$ cat src/rtl/ramp_pkg.sv
package ramp_pkg;
    localparam int LANES   = 4;
    localparam int FIELD_W = 16;
    localparam int SAMP_W  = 2 * FIELD_W;
    localparam int BEAT_DW = LANES * SAMP_W;

    // imaginary field in the upper half, real field in the lower half
    typedef struct packed {
        logic [FIELD_W-1:0] idx;
        logic [FIELD_W-1:0] cnt;
    } samp_t;

    typedef samp_t [LANES-1:0] beat_t;

    // distinct frame-index tracker for one captured frame
    typedef struct packed {
        logic [FIELD_W-1:0] v0;
        logic [FIELD_W-1:0] v1;
        logic [1:0]         nvals;
    } mixst_t;

    function automatic logic is_wrap(samp_t p, samp_t c, logic [FIELD_W-1:0] cmax);
        return (p.cnt == cmax) && (c.cnt == '0);
    endfunction

    function automatic logic step_ok(samp_t p, samp_t c, logic [FIELD_W-1:0] cmax);
        return (({1'b0, c.cnt} == {1'b0, p.cnt} + 17'd1) && (c.cnt <= cmax))
               || is_wrap(p, c, cmax);
    endfunction

    function automatic logic incr_ok(samp_t p, samp_t c);
        return {1'b0, c.idx} == {1'b0, p.idx} + 17'd1;
    endfunction

    function automatic logic mix_err(mixst_t s, logic [FIELD_W-1:0] x);
        return (s.nvals == 2'd2) && (x != s.v0) && (x != s.v1);
    endfunction

    function automatic mixst_t mix_next(mixst_t s, logic [FIELD_W-1:0] x);
        mixst_t r;
        r = s;
        if (s.nvals == 2'd0) begin
            r.v0    = x;
            r.nvals = 2'd1;
        end else if ((s.nvals == 2'd1) && (x != s.v0)) begin
            r.v1    = x;
            r.nvals = 2'd2;
        end
        return r;
    endfunction
endpackage

$ cat src/rtl/ramp_source.sv
module ramp_source
    import ramp_pkg::*;
#(
    parameter int FRAME_LEN = 512
) (
    input  logic  clk,
    input  logic  rst,
    input  logic  en,
    output beat_t beat
);
    localparam logic [FIELD_W-1:0] LAST_BASE = FIELD_W'(FRAME_LEN - LANES);

    logic [FIELD_W-1:0] base_q;
    logic [FIELD_W-1:0] idx_q;

    always_ff @(posedge clk) begin
        if (rst) begin
            base_q <= '0;
            idx_q  <= '0;
        end else if (en) begin
            if (base_q == LAST_BASE) begin
                base_q <= '0;
                idx_q  <= idx_q + 1'b1;
            end else begin
                base_q <= base_q + FIELD_W'(LANES);
            end
        end
    end

    for (genvar g = 0; g < LANES; g++) begin : g_lane
        assign beat[g].cnt = base_q + FIELD_W'(g);
        assign beat[g].idx = idx_q;
    end


    src_hold_chk: assert property (@(posedge clk) disable iff (rst)
        !en |=> $stable(beat));


    src_idx_step_chk: assert property (@(posedge clk) disable iff (rst)
        en |=> ((idx_q == $past(idx_q)) || (idx_q == $past(idx_q) + 1'b1)));
endmodule

$ cat src/rtl/lane_scan.sv
module lane_scan
    import ramp_pkg::*;
#(
    parameter int FRAME_LEN = 512
) (
    input  beat_t      beat,
    input  samp_t      prev_in,
    input  logic       prev_ok,
    input  mixst_t     mix_in,
    output samp_t      prev_out,
    output mixst_t     mix_out,
    output logic       step_err,
    output logic       incr_err,
    output logic       mix_hit,
    output logic [2:0] wraps
);
    localparam logic [FIELD_W-1:0] CMAX = FIELD_W'(FRAME_LEN - 1);

    samp_t            pc [LANES+1];
    mixst_t           mc [LANES+1];
    logic [LANES-1:0] se, ie, me, wv;

    assign pc[0] = prev_in;
    assign mc[0] = mix_in;

    for (genvar g = 0; g < LANES; g++) begin : g_stage
        logic ok_g;
        assign ok_g      = (g == 0) ? prev_ok : 1'b1;
        assign wv[g]     = ok_g && is_wrap(pc[g], beat[g], CMAX);
        assign se[g]     = ok_g && !step_ok(pc[g], beat[g], CMAX);
        assign ie[g]     = wv[g] && !incr_ok(pc[g], beat[g]);
        assign me[g]     = mix_err(mc[g], beat[g].idx);
        assign mc[g+1]   = mix_next(mc[g], beat[g].idx);
        assign pc[g+1]   = beat[g];
    end

    assign prev_out = pc[LANES];
    assign mix_out  = mc[LANES];
    assign step_err = |se;
    assign incr_err = |ie;
    assign mix_hit  = |me;
    assign wraps    = 3'($countones(wv));
endmodule

$ cat src/rtl/ramp_checker.sv
module ramp_checker
    import ramp_pkg::*;
#(
    parameter int FRAME_LEN = 512,
    parameter int NF_W      = 11,
    parameter int BEAT_W    = 20
) (
    input  logic              clk,
    input  logic              rst,
    input  logic              trig,
    input  logic              valid,
    input  beat_t             data,
    input  logic              last,
    input  logic [NF_W-1:0]   n_frames,
    output logic              err_step,
    output logic              err_wrap,
    output logic              err_incr,
    output logic              err_mix,
    output logic              err_any,
    output logic [BEAT_W-1:0] first_beat,
    output logic              done
);
    localparam int CW = NF_W + 1;

    logic              armed, have_prev;
    samp_t             prev_q;
    mixst_t            mix_q;
    logic [CW-1:0]     wraps_q, frames_q;
    logic [BEAT_W-1:0] beat_q;

    samp_t         s_prev;
    mixst_t        s_mix;
    logic          s_step, s_incr, s_mix_hit;
    logic [2:0]    s_wraps;

    lane_scan #(.FRAME_LEN(FRAME_LEN)) u_scan (
        .beat     (data),
        .prev_in  (prev_q),
        .prev_ok  (have_prev),
        .mix_in   (mix_q),
        .prev_out (s_prev),
        .mix_out  (s_mix),
        .step_err (s_step),
        .incr_err (s_incr),
        .mix_hit  (s_mix_hit),
        .wraps    (s_wraps)
    );

    logic [CW-1:0] wraps_n, frames_n;
    logic          take, closing, wrap_bad, new_err;

    always_comb begin
        take     = valid && armed;
        wraps_n  = wraps_q + CW'(s_wraps);
        frames_n = frames_q + CW'(last);
        closing  = last && (frames_n == {1'b0, n_frames});
        wrap_bad = closing && (wraps_n != {1'b0, n_frames});
        new_err  = s_step || s_incr || s_mix_hit || wrap_bad;
    end

    always_ff @(posedge clk) begin
        if (rst || trig) begin
            armed      <= trig && !rst;
            have_prev  <= 1'b0;
            prev_q     <= '0;
            mix_q      <= '0;
            wraps_q    <= '0;
            frames_q   <= '0;
            beat_q     <= '0;
            err_step   <= 1'b0;
            err_wrap   <= 1'b0;
            err_incr   <= 1'b0;
            err_mix    <= 1'b0;
            err_any    <= 1'b0;
            first_beat <= '0;
            done       <= 1'b0;
        end else if (take) begin
            have_prev <= 1'b1;
            prev_q    <= s_prev;
            mix_q     <= last ? '0 : s_mix;
            wraps_q   <= wraps_n;
            frames_q  <= frames_n;
            beat_q    <= beat_q + 1'b1;
            err_step  <= err_step | s_step;
            err_incr  <= err_incr | s_incr;
            err_mix   <= err_mix | s_mix_hit;
            err_wrap  <= err_wrap | wrap_bad;
            if (new_err && !err_any) begin
                err_any    <= 1'b1;
                first_beat <= beat_q;
            end
            if (closing) begin
                armed <= 1'b0;
                done  <= 1'b1;
            end
        end
    end


    trig_clear_chk: assert property (@(posedge clk) disable iff (rst)
        trig |=> (!err_step && !err_wrap && !err_incr && !err_mix && !err_any && !done));


    sticky_any_chk: assert property (@(posedge clk) disable iff (rst)
        (err_any && !trig) |=> err_any);


    first_hold_chk: assert property (@(posedge clk) disable iff (rst)
        (err_any && !trig) |=> $stable(first_beat));


    wrap_at_close_chk: assert property (@(posedge clk) disable iff (rst)
        $rose(err_wrap) |-> $rose(done));


    done_idle_chk: assert property (@(posedge clk) disable iff (rst)
        (done && !trig) |=> ($stable(err_step) && $stable(err_mix) && $stable(err_incr)));
endmodule

$ cat src/rtl/ramp_integrity_pair.sv
module ramp_integrity_pair
    import ramp_pkg::*;
#(
    parameter int FRAME_LEN = 512,
    parameter int NF_W      = 11,
    parameter int BEAT_W    = 20
) (
    input  logic               clk,
    input  logic               rst,
    input  logic               src_en,
    output logic [BEAT_DW-1:0] src_data,
    input  logic               cap_trig,
    input  logic               cap_valid,
    input  logic [BEAT_DW-1:0] cap_data,
    input  logic               cap_last,
    input  logic [NF_W-1:0]    n_frames,
    output logic               err_step,
    output logic               err_wrap,
    output logic               err_incr,
    output logic               err_mix,
    output logic               err_any,
    output logic [BEAT_W-1:0]  first_err_beat,
    output logic               win_done
);
    beat_t src_beat;
    beat_t cap_beat;

    assign src_data = src_beat;
    assign cap_beat = cap_data;

    ramp_source #(.FRAME_LEN(FRAME_LEN)) u_src (
        .clk  (clk),
        .rst  (rst),
        .en   (src_en),
        .beat (src_beat)
    );

    ramp_checker #(.FRAME_LEN(FRAME_LEN), .NF_W(NF_W), .BEAT_W(BEAT_W)) u_chk (
        .clk        (clk),
        .rst        (rst),
        .trig       (cap_trig),
        .valid      (cap_valid),
        .data       (cap_beat),
        .last       (cap_last),
        .n_frames   (n_frames),
        .err_step   (err_step),
        .err_wrap   (err_wrap),
        .err_incr   (err_incr),
        .err_mix    (err_mix),
        .err_any    (err_any),
        .first_beat (first_err_beat),
        .done       (win_done)
    );
endmodule

$ cat config.mk
export PLATFORM = sky130hd
export DESIGN_NAME = ramp_integrity_pair
export DESIGN_NICKNAME = d
export VERILOG_FILES = /design/src/rtl/ramp_pkg.sv /design/src/rtl/ramp_source.sv /design/src/rtl/lane_scan.sv /design/src/rtl/ramp_checker.sv /design/src/rtl/ramp_integrity_pair.sv
export SDC_FILE = /design/constraint.sdc
export NUM_CORES = 1
export LEC_CHECK = 0
export BUFFER_PORTS_ARGS = -buffer_cell sky130_fd_sc_hd__buf_2
export CAP_MARGIN = 15
export CORE_ASPECT_RATIO = 2
export CORE_MARGIN = 4
export CORE_UTILIZATION = 49
export CTS_CLUSTER_SIZE = 20
export DETAILED_ROUTE_END_ITERATION = 6
export GPL_TIMING_DRIVEN = 0
export PLACE_DENSITY = 0.75
export RECOVER_POWER = 25
export SLEW_MARGIN = 20
export SYNTH_ARGS = -nofsm -noshare
export SYNTH_HDL_FRONTEND = slang
export SYNTH_SLANG_ARGS = --single-unit
$ cat constraint.sdc
create_clock -name clk -period 5.6 [get_ports clk]
set_input_delay 0.84 -clock clk [delete_from_list [all_inputs] [get_ports clk]]
set_output_delay 0.84 -clock clk [all_outputs]
set_load 0.02 [all_outputs]
==> flow_metrics.py <==
metrics = {
    "run_status": {
        "violations": "setup timing",
        "run_status": "finished, violations left",
    },
    "place": {
        "dpl.hpwl_um": 63010,
        "dpl_cell_area_um2": 17830,
        "place_ws_ns": -0.9532,
        "port_buffers": 229,
        "gp_congestion": 1.089,
        "dp.cells": 2895,
    },
    "clock_tree": {
        "cts_tree": "built",
        "numCtsBuffers": 17,
        "clockRootBuffer": "clkbuf_16",
        "clk_pin_slew_ns": 0.08,
        "cts_sinks": 168,
        "clk_path_buf_depth": 2,
        "clkLatencyLatePin_ns": 0.45,
        "cts_hold_buf": 0,
        "cts_htree_levels": 4,
    },
    "yosys": {
        "yosysTopAreaCellShare_pct": 20.75,
        "syn_area_per_cell_um2": 7.219,
        "ys_top_cells_by_area": "dfxtp_1 21%, xnor2_1 9.8%, xor2_1 8.4%, nand2_1 5.6%, nor2_1 4.6%",
        "synthMuxAreaShare_pct": 4.908,
        "synthXorXnorAreaFrac_pct": 18.21,
        "ys_types": 94,
        "synthFlopType": "dfxtp_1",
        "ys_seq_area_share_pct": 20.94,
        "synth_area_um2": 16110,
        "ys_seq_elements": 168,
        "synth_top_family_by_area": "simple AND/OR/NAND/NOR gates",
        "synthAdderAreaFrac_pct": 1.771,
        "synth_edf_count": 1,
        "synth_compound_area_share_pct": 18.51,
        "async_reset_ff_share_pct": 0,
        "yosysWarnings": 0,
        "synthSimpleGateAreaFrac_pct": 25.67,
        "yosysTopAreaCell": "dfxtp_1",
        "synthCells": 2232,
    },
    "floorplanning": {
        "core-area_um2": 32350,
        "initial_utilization_pct": 49.81,
        "fp.dieArea_um2": 36020,
        "io_pins": 299,
        "num_rows": 93,
        "die_h_um": 264.4,
        "die_x_um": 136.2,
    },
    "critical_path": {
        "path_cells": "clkbuf_1 -> clkbuf_1 -> o211ai_1 -> nor4_1 -> nand3_1 -> o31ai_1 -> nand4_1 -> o41ai_1 -> nand2_1 -> o41ai_2 -> nand4_1 -> nor3b_4 -> buf_4 -> buf_4 -> mux2i_1",
        "crit_slowest_cell": "nor4_1",
        "critical_path_buf_inv_count": 4,
        "crit_family": "simple AND/OR/NAND/NOR gates",
        "arrival_ns": 6.03,
        "crit_required_ns": 5.94,
        "startpoint_type": "input port",
        "reg2reg_slack_ns": 0.11,
        "cp-end-kind": "register",
        "max_stage_delay_ns": 0.98,
        "critPathKind": "in2reg",
        "crit_path_max_fanout": 10,
    },
    "timing": {
        "final-max-slew-violation-count": 0,
        "tightest_slew_ns": 1.229,
        "hold_viol_final": 0,
        "fin_ws_ns": -0.09049,
        "fmax_mhz": 175.7,
        "finalSetupViolCount": 20,
        "slew_headroom_pct": 17.30,
        "skew_ns": 0.01266,
        "rsz0062_at_grt": "no",
        "min_period_ns": 5.690,
        "final.period_utilization_pct": 101.6,
    },
    "power_and_ir_drop": {
        "power_density_nw_per_um2": 177.6,
        "vdd_drop_max_v": 0.0002435,
        "leakage_nw": 7.091,
        "p_total_mw": 3.311,
    },
    "cells_and_area": {
        "layout-drive-gt1-share_pct": 14.62,
        "fin_util_pct": 57.62,
        "finalInstanceArea_um2": 18640,
        "fin_cells": 2940,
        "syn2layout_area_growth_pct": 15.68,
        "fin_nets": 2665,
        "fillCellCount": 3056,
    },
    "global_route": {
        "grt.total_usage_pct": 44.29,
        "gr-total-overflow": 0,
        "grt_pass1_wl_um": 118500,
        "antenna_found_initial": 3,
        "grt_max_degree": 19,
        "grt_pass1_vias": 19060,
    },
    "drt": {
        "drc": 0,
        "viasPerCell": 6.463,
        "via_count": 19000,
        "drt_pass1_iterations": 7,
        "drt-initial-drc-count": 1534,
        "wl_per_cell_um": 27.85,
        "antenna_left": 0,
        "wl_um": 81870,
    },
    "min_path": {
        "worstHoldPathType": "reg2reg",
    },
    "job": {
        "drv_cap": 0,
    },
}
==> synthesized netlist by cell type, types with 5 or more instances <==
cell type    n
nor2_1     198
or4_1       10
o21ai_0     88
o221ai_1    12
a21oi_1    106
buf_1       16
and2_1      18
nand2b_1    13
a2111oi_0   10
nor4_1      46
nand4_1     64
o211ai_1    18
buf_4       76
nor2b_1     19
a21o_1       7
nor3b_1      5
mux2_2       7
mux2i_1     70
xnor2_1    180
and3_1      38
inv_1       69
xor2_1     155
o2111ai_1    7
a31oi_1     16
o21a_1      10
a221o_1      6
o31ai_1      7
clkbuf_1   157
o32ai_1      8
or2_2        9
dfxtp_1    167
buf_2       19
nand2_1    239
and4_1      12
ha_1        18
a22oi_1     37
a211oi_1     9
or3_1       17
o22ai_1     23
nand3_1    102
nor3_1      45
==> state kept, by name, summed over array words and instances, names as in the netlist <==
register and count:
u_chk.mix_q 34, u_chk.prev_q 32, u_chk.beat_q 20, u_chk.first_beat 20, u_src.idx_q 16, u_src.base_q 14
u_chk.frames_q 12, u_chk.wraps_q 12, u_chk.armed 1, u_chk.done 1, u_chk.err_any 1, u_chk.err_incr 1
u_chk.err_mix 1, u_chk.err_step 1, u_chk.err_wrap 1, u_chk.have_prev 1
==> final timing paths <==
check                                    startpoint                   to  cells after the start
worst min-delay path            u_chk.first_beat[9]  u_chk.first_beat[9]                      2
worst min register to register  u_chk.first_beat[9]  u_chk.first_beat[9]                      2
worst max register to register      u_chk.mix_q[25]  u_chk.first_beat[5]                     17
worst max-delay path                   cap_data[24]  u_chk.first_beat[5]                     15
==> worst reg2reg max path: cells and delay by family, from the launching register on <==
kind / cells / cell delay [ns]
muxes: 1 / 0.13
buffers and inverters: 6 / 1.35
DFF: 1 / 0.31
xor gates and xnor gates: 1 / 0.18
AOI/OAI and AO/OA: 5 / 2.46
and+or+nand+nor: 4 / 0.98
==> layout make-up <==
type                    instances  area [um^2]  area share (%)
repair buffers                244         1180           6.331
well taps                     427        534.3           2.867
multi-input cells            1729        11320           60.75
inverters                      71        270.3           1.450
clock inverters                14        180.2          0.9667
flip-flops and latches        168         3373           18.10
clock buffers                  17        425.4           2.282
diodes                          2        5.005         0.02685
plain buffers                 268         1346           7.223
==> repair_timing <==
action | in CTS | in global routing
buffers inserted | 0 | 12
gates cloned | 0 | 2
endpoints found under the hold margin | 0 | 0
resized for setup | 12 | 37
pin swaps | 1 | 11
endpoints found under the setup margin | 21 | 25
==> cell usage in the layout, fill, tap and decap left out, drive strengths merged, types with 75 or more instances in the layout <==
master	n
xor2	155
o21ai	92
inv	75
nand2	240
dfxtp	167
buf	279
a21oi	106
xnor2	180
nand3	102
nor2	200
clkbuf	248
==> power by group <==
part	internal, mW	total (mW)	switching, mW
Sequential	1.21	1.23	0.0184
Clock	0.639	1.22	0.578
Combinational	0.277	0.869	0.592
==> routing by layer <==
layer | GRT usage [%] | up-vias | share of wire, %
met1 | 39.19 | 8845 | 30
li1 | - | 8316 | -
met4 | 47.53 | 0 | 14
met2 | 75.41 | 1300 | 48
met5 | 0 | - | 0
met3 | 12.27 | 539 | 8.2
==> per-stage QoR <==
step	hold slack (ns)	setup TNS (ns)
after floorplan	0.4381	0
after global placement	0.4423	-19.31
after detailed placement	0.4461	-20.29
after CTS	0.4567	0
after global routing	0.4923	0
final	0.4609	-1.264
==> cell families (layout without fill, tap and decap cells) <==
family          Yosys count  in the layout
simple gates            851            851
flops                   168            168
other cells               2             10
xor+xnor                335            335
buf+inv                 341            614
mux                      78             78
compound gates          436            436
fa+ha+maj                21             21
Power figures use the tool's default switching activity.
